**src/rtl/zsl_pkg.sv**
```systemverilog
package zsl_pkg;

  // Line symbol held in the delay line until it reaches the rails.
  typedef enum logic [2:0] {
    SYM_SPACE = 3'd0,
    SYM_MARK  = 3'd1,
    SYM_BFILL = 3'd2,
    SYM_VIOL  = 3'd3,
    SYM_BPV   = 3'd4
  } sym_t;

  // Symbols that take the next alternating polarity.
  function automatic logic sym_flips(sym_t s);
    return (s == SYM_MARK) || (s == SYM_BFILL);
  endfunction

  // Symbols that put a pulse on a rail.
  function automatic logic sym_pulses(sym_t s);
    return s != SYM_SPACE;
  endfunction

  // Even count of alternating pulses since the last V selects the B form.
  function automatic logic need_bfill(logic parity_odd);
    return !parity_odd;
  endfunction

  // Polarity for a pulse, given the polarity of the previous pulse.
  function automatic logic pulse_pol(sym_t s, logic last_pos);
    return sym_flips(s) ? !last_pos : last_pos;
  endfunction

endpackage

```
**src/rtl/zsl_inject_arm.sv**
```systemverilog
module zsl_inject_arm (
  input  logic clk,
  input  logic rst_n,
  input  logic bypass_bin,
  input  logic inj_bpv,
  input  logic inj_exz,
  input  logic bpv_fire,
  input  logic exz_fire,
  output logic bpv_pend,
  output logic exz_pend
);

  // A request is taken only when none of its kind is pending; the use clears it.
  always_ff @(posedge clk or negedge rst_n) begin
    if (!rst_n) begin
      bpv_pend <= 1'b0;
      exz_pend <= 1'b0;
    end else if (bypass_bin) begin
      bpv_pend <= 1'b0;
      exz_pend <= 1'b0;
    end else begin
      bpv_pend <= bpv_pend ? !bpv_fire : inj_bpv;
      exz_pend <= exz_pend ? !exz_fire : inj_exz;
    end
  end

endmodule

```
**src/rtl/zsl_subst_ctrl.sv**
```systemverilog
module zsl_subst_ctrl
  import zsl_pkg::*;
#(
  parameter int unsigned RUN_SHORT = 3,
  parameter int unsigned RUN_LONG  = 4,
  parameter int unsigned BPV_RUN   = 3
) (
  input  logic clk,
  input  logic rst_n,
  input  logic bit_en,
  input  logic bit_in,
  input  logic zero_run4,
  input  logic bypass_bin,
  input  logic bpv_pend,
  input  logic exz_pend,
  output sym_t new_sym,
  output logic set_bfill,
  output logic subst_fire,
  output logic bpv_fire,
  output logic exz_fire
);

  localparam int unsigned ZW = $clog2(RUN_LONG + 1);
  localparam int unsigned OW = $clog2(BPV_RUN + 1);
  localparam logic [OW-1:0] ONES_FULL = OW'(BPV_RUN - 1);

  logic [ZW-1:0] zrun;
  logic [ZW-1:0] run_len;
  logic [OW-1:0] orun;
  logic          par_odd;
  logic          zero_opp;

  always_comb begin
    run_len    = zero_run4 ? ZW'(RUN_LONG) : ZW'(RUN_SHORT);
    zero_opp   = bit_en && !bypass_bin && !bit_in && (zrun >= run_len - 1'b1);
    subst_fire = zero_opp && !exz_pend;
    exz_fire   = zero_opp && exz_pend;
    bpv_fire   = bit_en && !bypass_bin && bit_in && bpv_pend && (orun == ONES_FULL);
    set_bfill  = subst_fire && need_bfill(par_odd);
    if (bypass_bin)      new_sym = bit_in ? SYM_MARK : SYM_SPACE;
    else if (subst_fire) new_sym = SYM_VIOL;
    else if (bpv_fire)   new_sym = SYM_BPV;
    else if (bit_in)     new_sym = SYM_MARK;
    else                 new_sym = SYM_SPACE;
  end

  always_ff @(posedge clk or negedge rst_n) begin
    if (!rst_n) begin
      zrun    <= '0;
      orun    <= '0;
      par_odd <= 1'b0;
    end else if (bit_en) begin
      if (bypass_bin) begin
        zrun    <= '0;
        orun    <= '0;
        par_odd <= 1'b0;
      end else if (bit_in) begin
        zrun <= '0;
        if (bpv_fire) begin
          orun <= '0;
        end else begin
          if (orun != ONES_FULL) orun <= orun + 1'b1;
          par_odd <= !par_odd;
        end
      end else begin
        orun <= '0;
        if (subst_fire) begin
          zrun    <= '0;
          par_odd <= 1'b0;
        end else if (exz_fire) begin
          zrun <= '0;
        end else begin
          zrun <= zrun + 1'b1;
        end
      end
    end
  end

endmodule

```
**src/rtl/zsl_sym_pipe.sv**
```systemverilog
module zsl_sym_pipe
  import zsl_pkg::*;
#(
  parameter int unsigned RUN_SHORT = 3,
  parameter int unsigned RUN_LONG  = 4
) (
  input  logic clk,
  input  logic rst_n,
  input  logic shift,
  input  logic zero_run4,
  input  sym_t new_sym,
  input  logic set_bfill,
  output sym_t tail_sym
);

  localparam int unsigned DEPTH = RUN_LONG;

  sym_t stage [DEPTH];

  always_ff @(posedge clk or negedge rst_n) begin
    if (!rst_n)     stage[0] <= SYM_SPACE;
    else if (shift) stage[0] <= new_sym;
  end

  // The oldest zero of a substituted run lands in the tap stage as B.
  for (genvar k = 1; k < DEPTH; k++) begin : g_stage
    localparam bit IS_SHORT_TAP = (k == RUN_SHORT - 1);
    localparam bit IS_LONG_TAP  = (k == RUN_LONG - 1);
    logic rewrite;
    assign rewrite = set_bfill && (zero_run4 ? IS_LONG_TAP : IS_SHORT_TAP);
    always_ff @(posedge clk or negedge rst_n) begin
      if (!rst_n)     stage[k] <= SYM_SPACE;
      else if (shift) stage[k] <= rewrite ? SYM_BFILL : stage[k-1];
    end
  end

  assign tail_sym = zero_run4 ? stage[RUN_LONG-1] : stage[RUN_SHORT-1];

endmodule

```
**src/rtl/zsl_ami_out.sv**
```systemverilog
module zsl_ami_out
  import zsl_pkg::*;
(
  input  logic clk,
  input  logic rst_n,
  input  logic shift,
  input  logic bypass_bin,
  input  sym_t tail_sym,
  output logic pos_out,
  output logic neg_out,
  output logic v_emit,
  output logic v_pol
);

  logic last_pos;
  logic this_pos;
  logic pulse;

  always_comb begin
    this_pos = pulse_pol(tail_sym, last_pos);
    pulse    = sym_pulses(tail_sym);
  end

  assign v_emit = shift && !bypass_bin && (tail_sym == SYM_VIOL);
  assign v_pol  = this_pos;

  always_ff @(posedge clk or negedge rst_n) begin
    if (!rst_n) begin
      pos_out  <= 1'b0;
      neg_out  <= 1'b0;
      last_pos <= 1'b0;
    end else if (shift) begin
      if (bypass_bin) begin
        pos_out <= pulse;
        neg_out <= 1'b0;
      end else begin
        pos_out <= pulse && this_pos;
        neg_out <= pulse && !this_pos;
        if (pulse) last_pos <= this_pos;
      end
    end
  end

endmodule

```
**src/rtl/zsl_line_encoder.sv**
```systemverilog
module zsl_line_encoder
  import zsl_pkg::*;
#(
  parameter int unsigned RUN_SHORT = 3,
  parameter int unsigned RUN_LONG  = 4,
  parameter int unsigned BPV_RUN   = 3
) (
  input  logic clk,
  input  logic rst_n,
  input  logic bit_en,
  input  logic bit_in,
  input  logic zero_run4,
  input  logic bypass_bin,
  input  logic inj_bpv,
  input  logic inj_exz,
  output logic pos_out,
  output logic neg_out
);

  sym_t new_sym;
  sym_t tail_sym;
  logic set_bfill;
  logic subst_fire;
  logic bpv_fire;
  logic exz_fire;
  logic bpv_pend;
  logic exz_pend;
  logic v_emit;
  logic v_pol;

  zsl_inject_arm u_arm (
    .clk        (clk),
    .rst_n      (rst_n),
    .bypass_bin (bypass_bin),
    .inj_bpv    (inj_bpv),
    .inj_exz    (inj_exz),
    .bpv_fire   (bpv_fire),
    .exz_fire   (exz_fire),
    .bpv_pend   (bpv_pend),
    .exz_pend   (exz_pend)
  );

  zsl_subst_ctrl #(
    .RUN_SHORT (RUN_SHORT),
    .RUN_LONG  (RUN_LONG),
    .BPV_RUN   (BPV_RUN)
  ) u_ctrl (
    .clk        (clk),
    .rst_n      (rst_n),
    .bit_en     (bit_en),
    .bit_in     (bit_in),
    .zero_run4  (zero_run4),
    .bypass_bin (bypass_bin),
    .bpv_pend   (bpv_pend),
    .exz_pend   (exz_pend),
    .new_sym    (new_sym),
    .set_bfill  (set_bfill),
    .subst_fire (subst_fire),
    .bpv_fire   (bpv_fire),
    .exz_fire   (exz_fire)
  );

  zsl_sym_pipe #(
    .RUN_SHORT (RUN_SHORT),
    .RUN_LONG  (RUN_LONG)
  ) u_pipe (
    .clk       (clk),
    .rst_n     (rst_n),
    .shift     (bit_en),
    .zero_run4 (zero_run4),
    .new_sym   (new_sym),
    .set_bfill (set_bfill),
    .tail_sym  (tail_sym)
  );

  zsl_ami_out u_out (
    .clk        (clk),
    .rst_n      (rst_n),
    .shift      (bit_en),
    .bypass_bin (bypass_bin),
    .tail_sym   (tail_sym),
    .pos_out    (pos_out),
    .neg_out    (neg_out),
    .v_emit     (v_emit),
    .v_pol      (v_pol)
  );

endmodule

```
**config.mk**
```make
export PLATFORM = sky130hd
export DESIGN_NAME = zsl_line_encoder
export DESIGN_NICKNAME = d
export VERILOG_FILES = /design/src/rtl/zsl_pkg.sv /design/src/rtl/zsl_inject_arm.sv /design/src/rtl/zsl_subst_ctrl.sv /design/src/rtl/zsl_sym_pipe.sv /design/src/rtl/zsl_ami_out.sv /design/src/rtl/zsl_line_encoder.sv
export SDC_FILE = /design/constraint.sdc
export NUM_CORES = 1
export LEC_CHECK = 0
export ABC_AREA = 1
export BUFFER_PORTS_ARGS = -buffer_cell sky130_fd_sc_hd__buf_4
export CAP_MARGIN = 20
export CORE_ASPECT_RATIO = 0.5
export CORE_MARGIN = 2
export CORE_UTILIZATION = 45
export CTS_CLUSTER_DIAMETER = 150
export DETAILED_ROUTE_END_ITERATION = 8
export RECOVER_POWER = 50
export REMOVE_ABC_BUFFERS = 1
export SLEW_MARGIN = 20
export SYNTH_ARGS = -nofsm -noshare
export SYNTH_HDL_FRONTEND = slang
export SYNTH_SLANG_ARGS = --single-unit
```
**constraint.sdc**
```tcl
create_clock -name clk -period 3.89 [get_ports clk]
set_input_delay 0.778 -clock clk [delete_from_list [all_inputs] [get_ports clk]]
set_output_delay 0.778 -clock clk [all_outputs]
set_load 0.1 [all_outputs]
```
==> run summary <==
=================================================================================
Distinct cell type count after synthesis                                       21
Num CTS Buffers                                                                 3
Max-slew violations                                                             0
Power share of the combinational group                                      0.241
Synth Warn #                                                                    0
Area fraction in compound gates after synthesis                           0.09874
Launch instance of the worst min-delay path                          u_out.neg_out
Grt ovf                                                                         0
GP Congestion                                                              0.7825
P per Cell Area                                                      436.4 nW/um^2
Post-synthesis adder-cell area fraction                                   0.02101
Clock network fraction of total power                                       0.258
Post-place instance area                                                1282 um^2
Nets@finish                                                                   176
Worst slew slack as a fraction of its limit                                0.1682
CORE AREA                                                               2554 um^2
Setup fix buffers added after clock tree synthesis                              0
IO Port Bufs                                                                    9
First-pass GRT wire length                                               3.891 mm
Kind of launch point of the worst setup path                            input pin
CTS Sinks                                                                      23
Layout Area Growth over Synthesis                                          10.82%
Number of detailed-route iterations in the first pass                           4
Initial drt markers                                                            35
Pin count of the biggest net entering global routing                           24
Cell Area, Synth                                                        1191 um^2
Final worst clock skew                                               0.0009659 ns
Final hold viol count                                                           0
Overall via count from detail_route                                           971
Initial core utilization                                                   0.4664
Peak clock frequency supported by timing                                464.4 MHz
Chip Height                                                              40.38 um
Num rows                                                                       13
Launch instance of the worst register-to-register path               u_ctrl.zrun[0]
IR Drop Worst-Case VDD                                                  0.2091 mV
Critical Path Start                                                        bit_en
Most common cell after layout, fill and taps aside                   sky130_fd_sc_hd__nand2_1
Die width                                                                76.76 um
Hold buffer count at cts                                                        0
Fin Setup TNS                                                                0 ns
Post-synthesis register bit count                                              23
Clock slew seen by the registers of the worst setup and hold paths        0.08 ns
Worst endpoint required time                                              4.05 ns
Biggest regs                                                         u_pipe.stage x12, u_ctrl.zrun x3, u_ctrl.orun x2
Post-DP HPWL                                                             1.586 mm
Remaining design rule violation count                                           0
Worst-path fanout max                                                          19
Net load switching power                                                0.1951 mW
RSZ-0062 raised after global routing                                        false
Most flop-heavy register                                             u_pipe.stage
Drt wl/cell                                                              10.77 um
Max capacitance violation total                                                 0
Switching Fraction                                                         0.3387
Overall fraction of global-route tracks in use                             0.1723
Average cell area after synthesis                                      7.685 um^2
Met3 routed WL                                                              80 um
Finished layout cell area                                               1320 um^2
Wire length after detailed routing                                       2.176 mm
Crit path time final                                                     2.153 ns
Proportion of synthesized area in mux cells                                     0
Source-to-sink clock delay at the later pin of the worst-skew pair        0.26 ns
Post-route ant nets                                                             0
Standby leakage power                                                   0.6723 nW
Max Buffers Root-to-Sink                                                        2
Register area share after synthesis                                        0.4832
H-tree levels                                                                   1
Largest register FFs                                                           12
Sequential Power Share                                                      0.501
Cell at the root of the clock tree                                   sky130_fd_sc_hd__clkbuf_8
Main combinational cell family by area after synthesis               simple AND/OR/NAND/NOR gates
I/O pin count                                                                  10
CTS tree                                                                      yes
Antenna violations before repair                                                0
Vias/cell                                                                   4.807
Commonest cells after routing, fill and taps aside                   sky130_fd_sc_hd__nand2_1, sky130_fd_sc_hd__dfrtp_1, sky130_fd_sc_hd__inv_1
Via count of the first global-routing pass                                    857
Simple-gate share of the synthesized area                                  0.2973
Proportion of layout cells with a drive suffix above 1                     0.1212
Type of the worst min-delay path                                          reg2reg
Post-synthesis share of cell area spent on xor and xnor gates                   0
CP Class                                                                   in2reg
Fillers                                                                       259
# diodes                                                                        0
# setup viols final                                                             0
Count of mapped cells out of synthesis                                        155
Top sig layer                                                                met4
Routed metal-1 wirelength                                                1.176 mm
Die footprint                                                           3100 um^2
Worst endpoint data arrival time                                          2.31 ns
Fraction of the cycle the final worst path needs                           0.5535
Metal2 WL                                                                  906 um
Internal cell power                                                     0.3809 mW
PostCTS Resize Cnt                                                              0
Result of the run                                                    finished clean
Actual slew at the worst max-slew pin                                    1.248 ns
Endpoint kind of the worst setup timing path                             register
=================================================================================
## cell type report
cell class | count | area [um^2] | share of cell area
Clock buffer | 4 | 45.04 | 0.03412
Tap cell | 37 | 46.29 | 0.03507
Multi-Input combinational cell | 104 | 496.7 | 0.3763
Sequential cell | 23 | 575.6 | 0.4360
Inverter | 25 | 96.34 | 0.07299
Timing Repair Buffer | 9 | 60.06 | 0.04550
## power groups by stage
stage	sequential [mW]	combinational, mW	clock [mW]
final	0.288	0.139	0.149
after global routing	0.293	0.157	0.161
after CTS	0.288	0.141	0.154
after detailed placement	0.293	0.141	0
after global placement	0.292	0.139	0
after floorplan	0.324	0.0685	0
## routing by layer
layer,global-route usage,vias to the layer above
li1,-,512
met1,0.2307,442
met3,0.05405,2
met5,0,-
met4,0.04091,0
met2,0.2807,15
## metrics by stage
stage	instances	setup slack (ns)	power [mW]	utilization	hold slack [ns]
global placement	198	1.922	0.4309	0.5022	0.4660
detailed placement	198	1.874	0.4333	0.5022	0.4719
CTS	202	2.154	0.5833	0.5198	0.4017
finish	202	1.737	0.5761	0.5169	0.4881
floorplan	152	2.135	0.3920	-	0.4529
global route	202	1.543	0.6120	0.5169	0.5192
## cell usage after synthesis
cell / count / area (um^2)
sky130_fd_sc_hd__nand2_1: 47 / 176.4
sky130_fd_sc_hd__dfrtp_1: 23 / 575.6
sky130_fd_sc_hd__inv_1: 21 / 78.83
sky130_fd_sc_hd__o21ai_0: 15 / 75.07
sky130_fd_sc_hd__nand3_1: 13 / 65.06
sky130_fd_sc_hd__nor2_1: 12 / 45.04
sky130_fd_sc_hd__a21oi_1: 3 / 15.01
sky130_fd_sc_hd__inv_2: 3 / 11.26
sky130_fd_sc_hd__nand4_1: 3 / 18.77
sky130_fd_sc_hd__ha_1: 2 / 25.02
sky130_fd_sc_hd__nand2_2: 2 / 12.51
sky130_fd_sc_hd__nand3_2: 2 / 20.02
sky130_fd_sc_hd__a21oi_2: 1 / 8.760
sky130_fd_sc_hd__buf_4: 1 / 7.510
sky130_fd_sc_hd__buf_6: 1 / 11.26
sky130_fd_sc_hd__clkbuf_1: 1 / 3.750
sky130_fd_sc_hd__inv_4: 1 / 6.260
sky130_fd_sc_hd__nor3_4: 1 / 16.27
sky130_fd_sc_hd__o21ai_1: 1 / 5.000
sky130_fd_sc_hd__o22ai_1: 1 / 6.260
sky130_fd_sc_hd__o31ai_1: 1 / 7.510
## cells by family (layout without fill, tap and decap cells)
| logic type | Yosys count | count (layout) |
|---|---|---|
| simple gates | 80 | 80 |
| buf+inv | 28 | 38 |
| flops | 23 | 23 |
| compound gates | 22 | 22 |
| fa+ha+maj | 2 | 2 |
## final timing paths
check | end | slack, ns | cells after the start
setup / recovery | u_ctrl.par_odd | 1.74 | 8
hold / removal | u_out.neg_out | 0.49 | 2
setup reg to reg | u_ctrl.par_odd | 2.38 | 8
hold reg to reg | u_out.neg_out | 0.49 | 2
max in group asynchronous | u_ctrl.zrun[2] | 2.40 | 1
min in group asynchronous | u_pipe.stage[2] | 0.76 | 1
## critical path: stages
cell                       delay, ns
sky130_fd_sc_hd__clkbuf_1       0.62
sky130_fd_sc_hd__inv_4          0.22
sky130_fd_sc_hd__nor3_4         0.24
sky130_fd_sc_hd__nand3_2        0.14
sky130_fd_sc_hd__nand3_1        0.11
sky130_fd_sc_hd__nand2_1        0.05
sky130_fd_sc_hd__nand2_1        0.08
sky130_fd_sc_hd__nand2_1        0.05
Note: power is estimated with default switching activity, not from simulation.
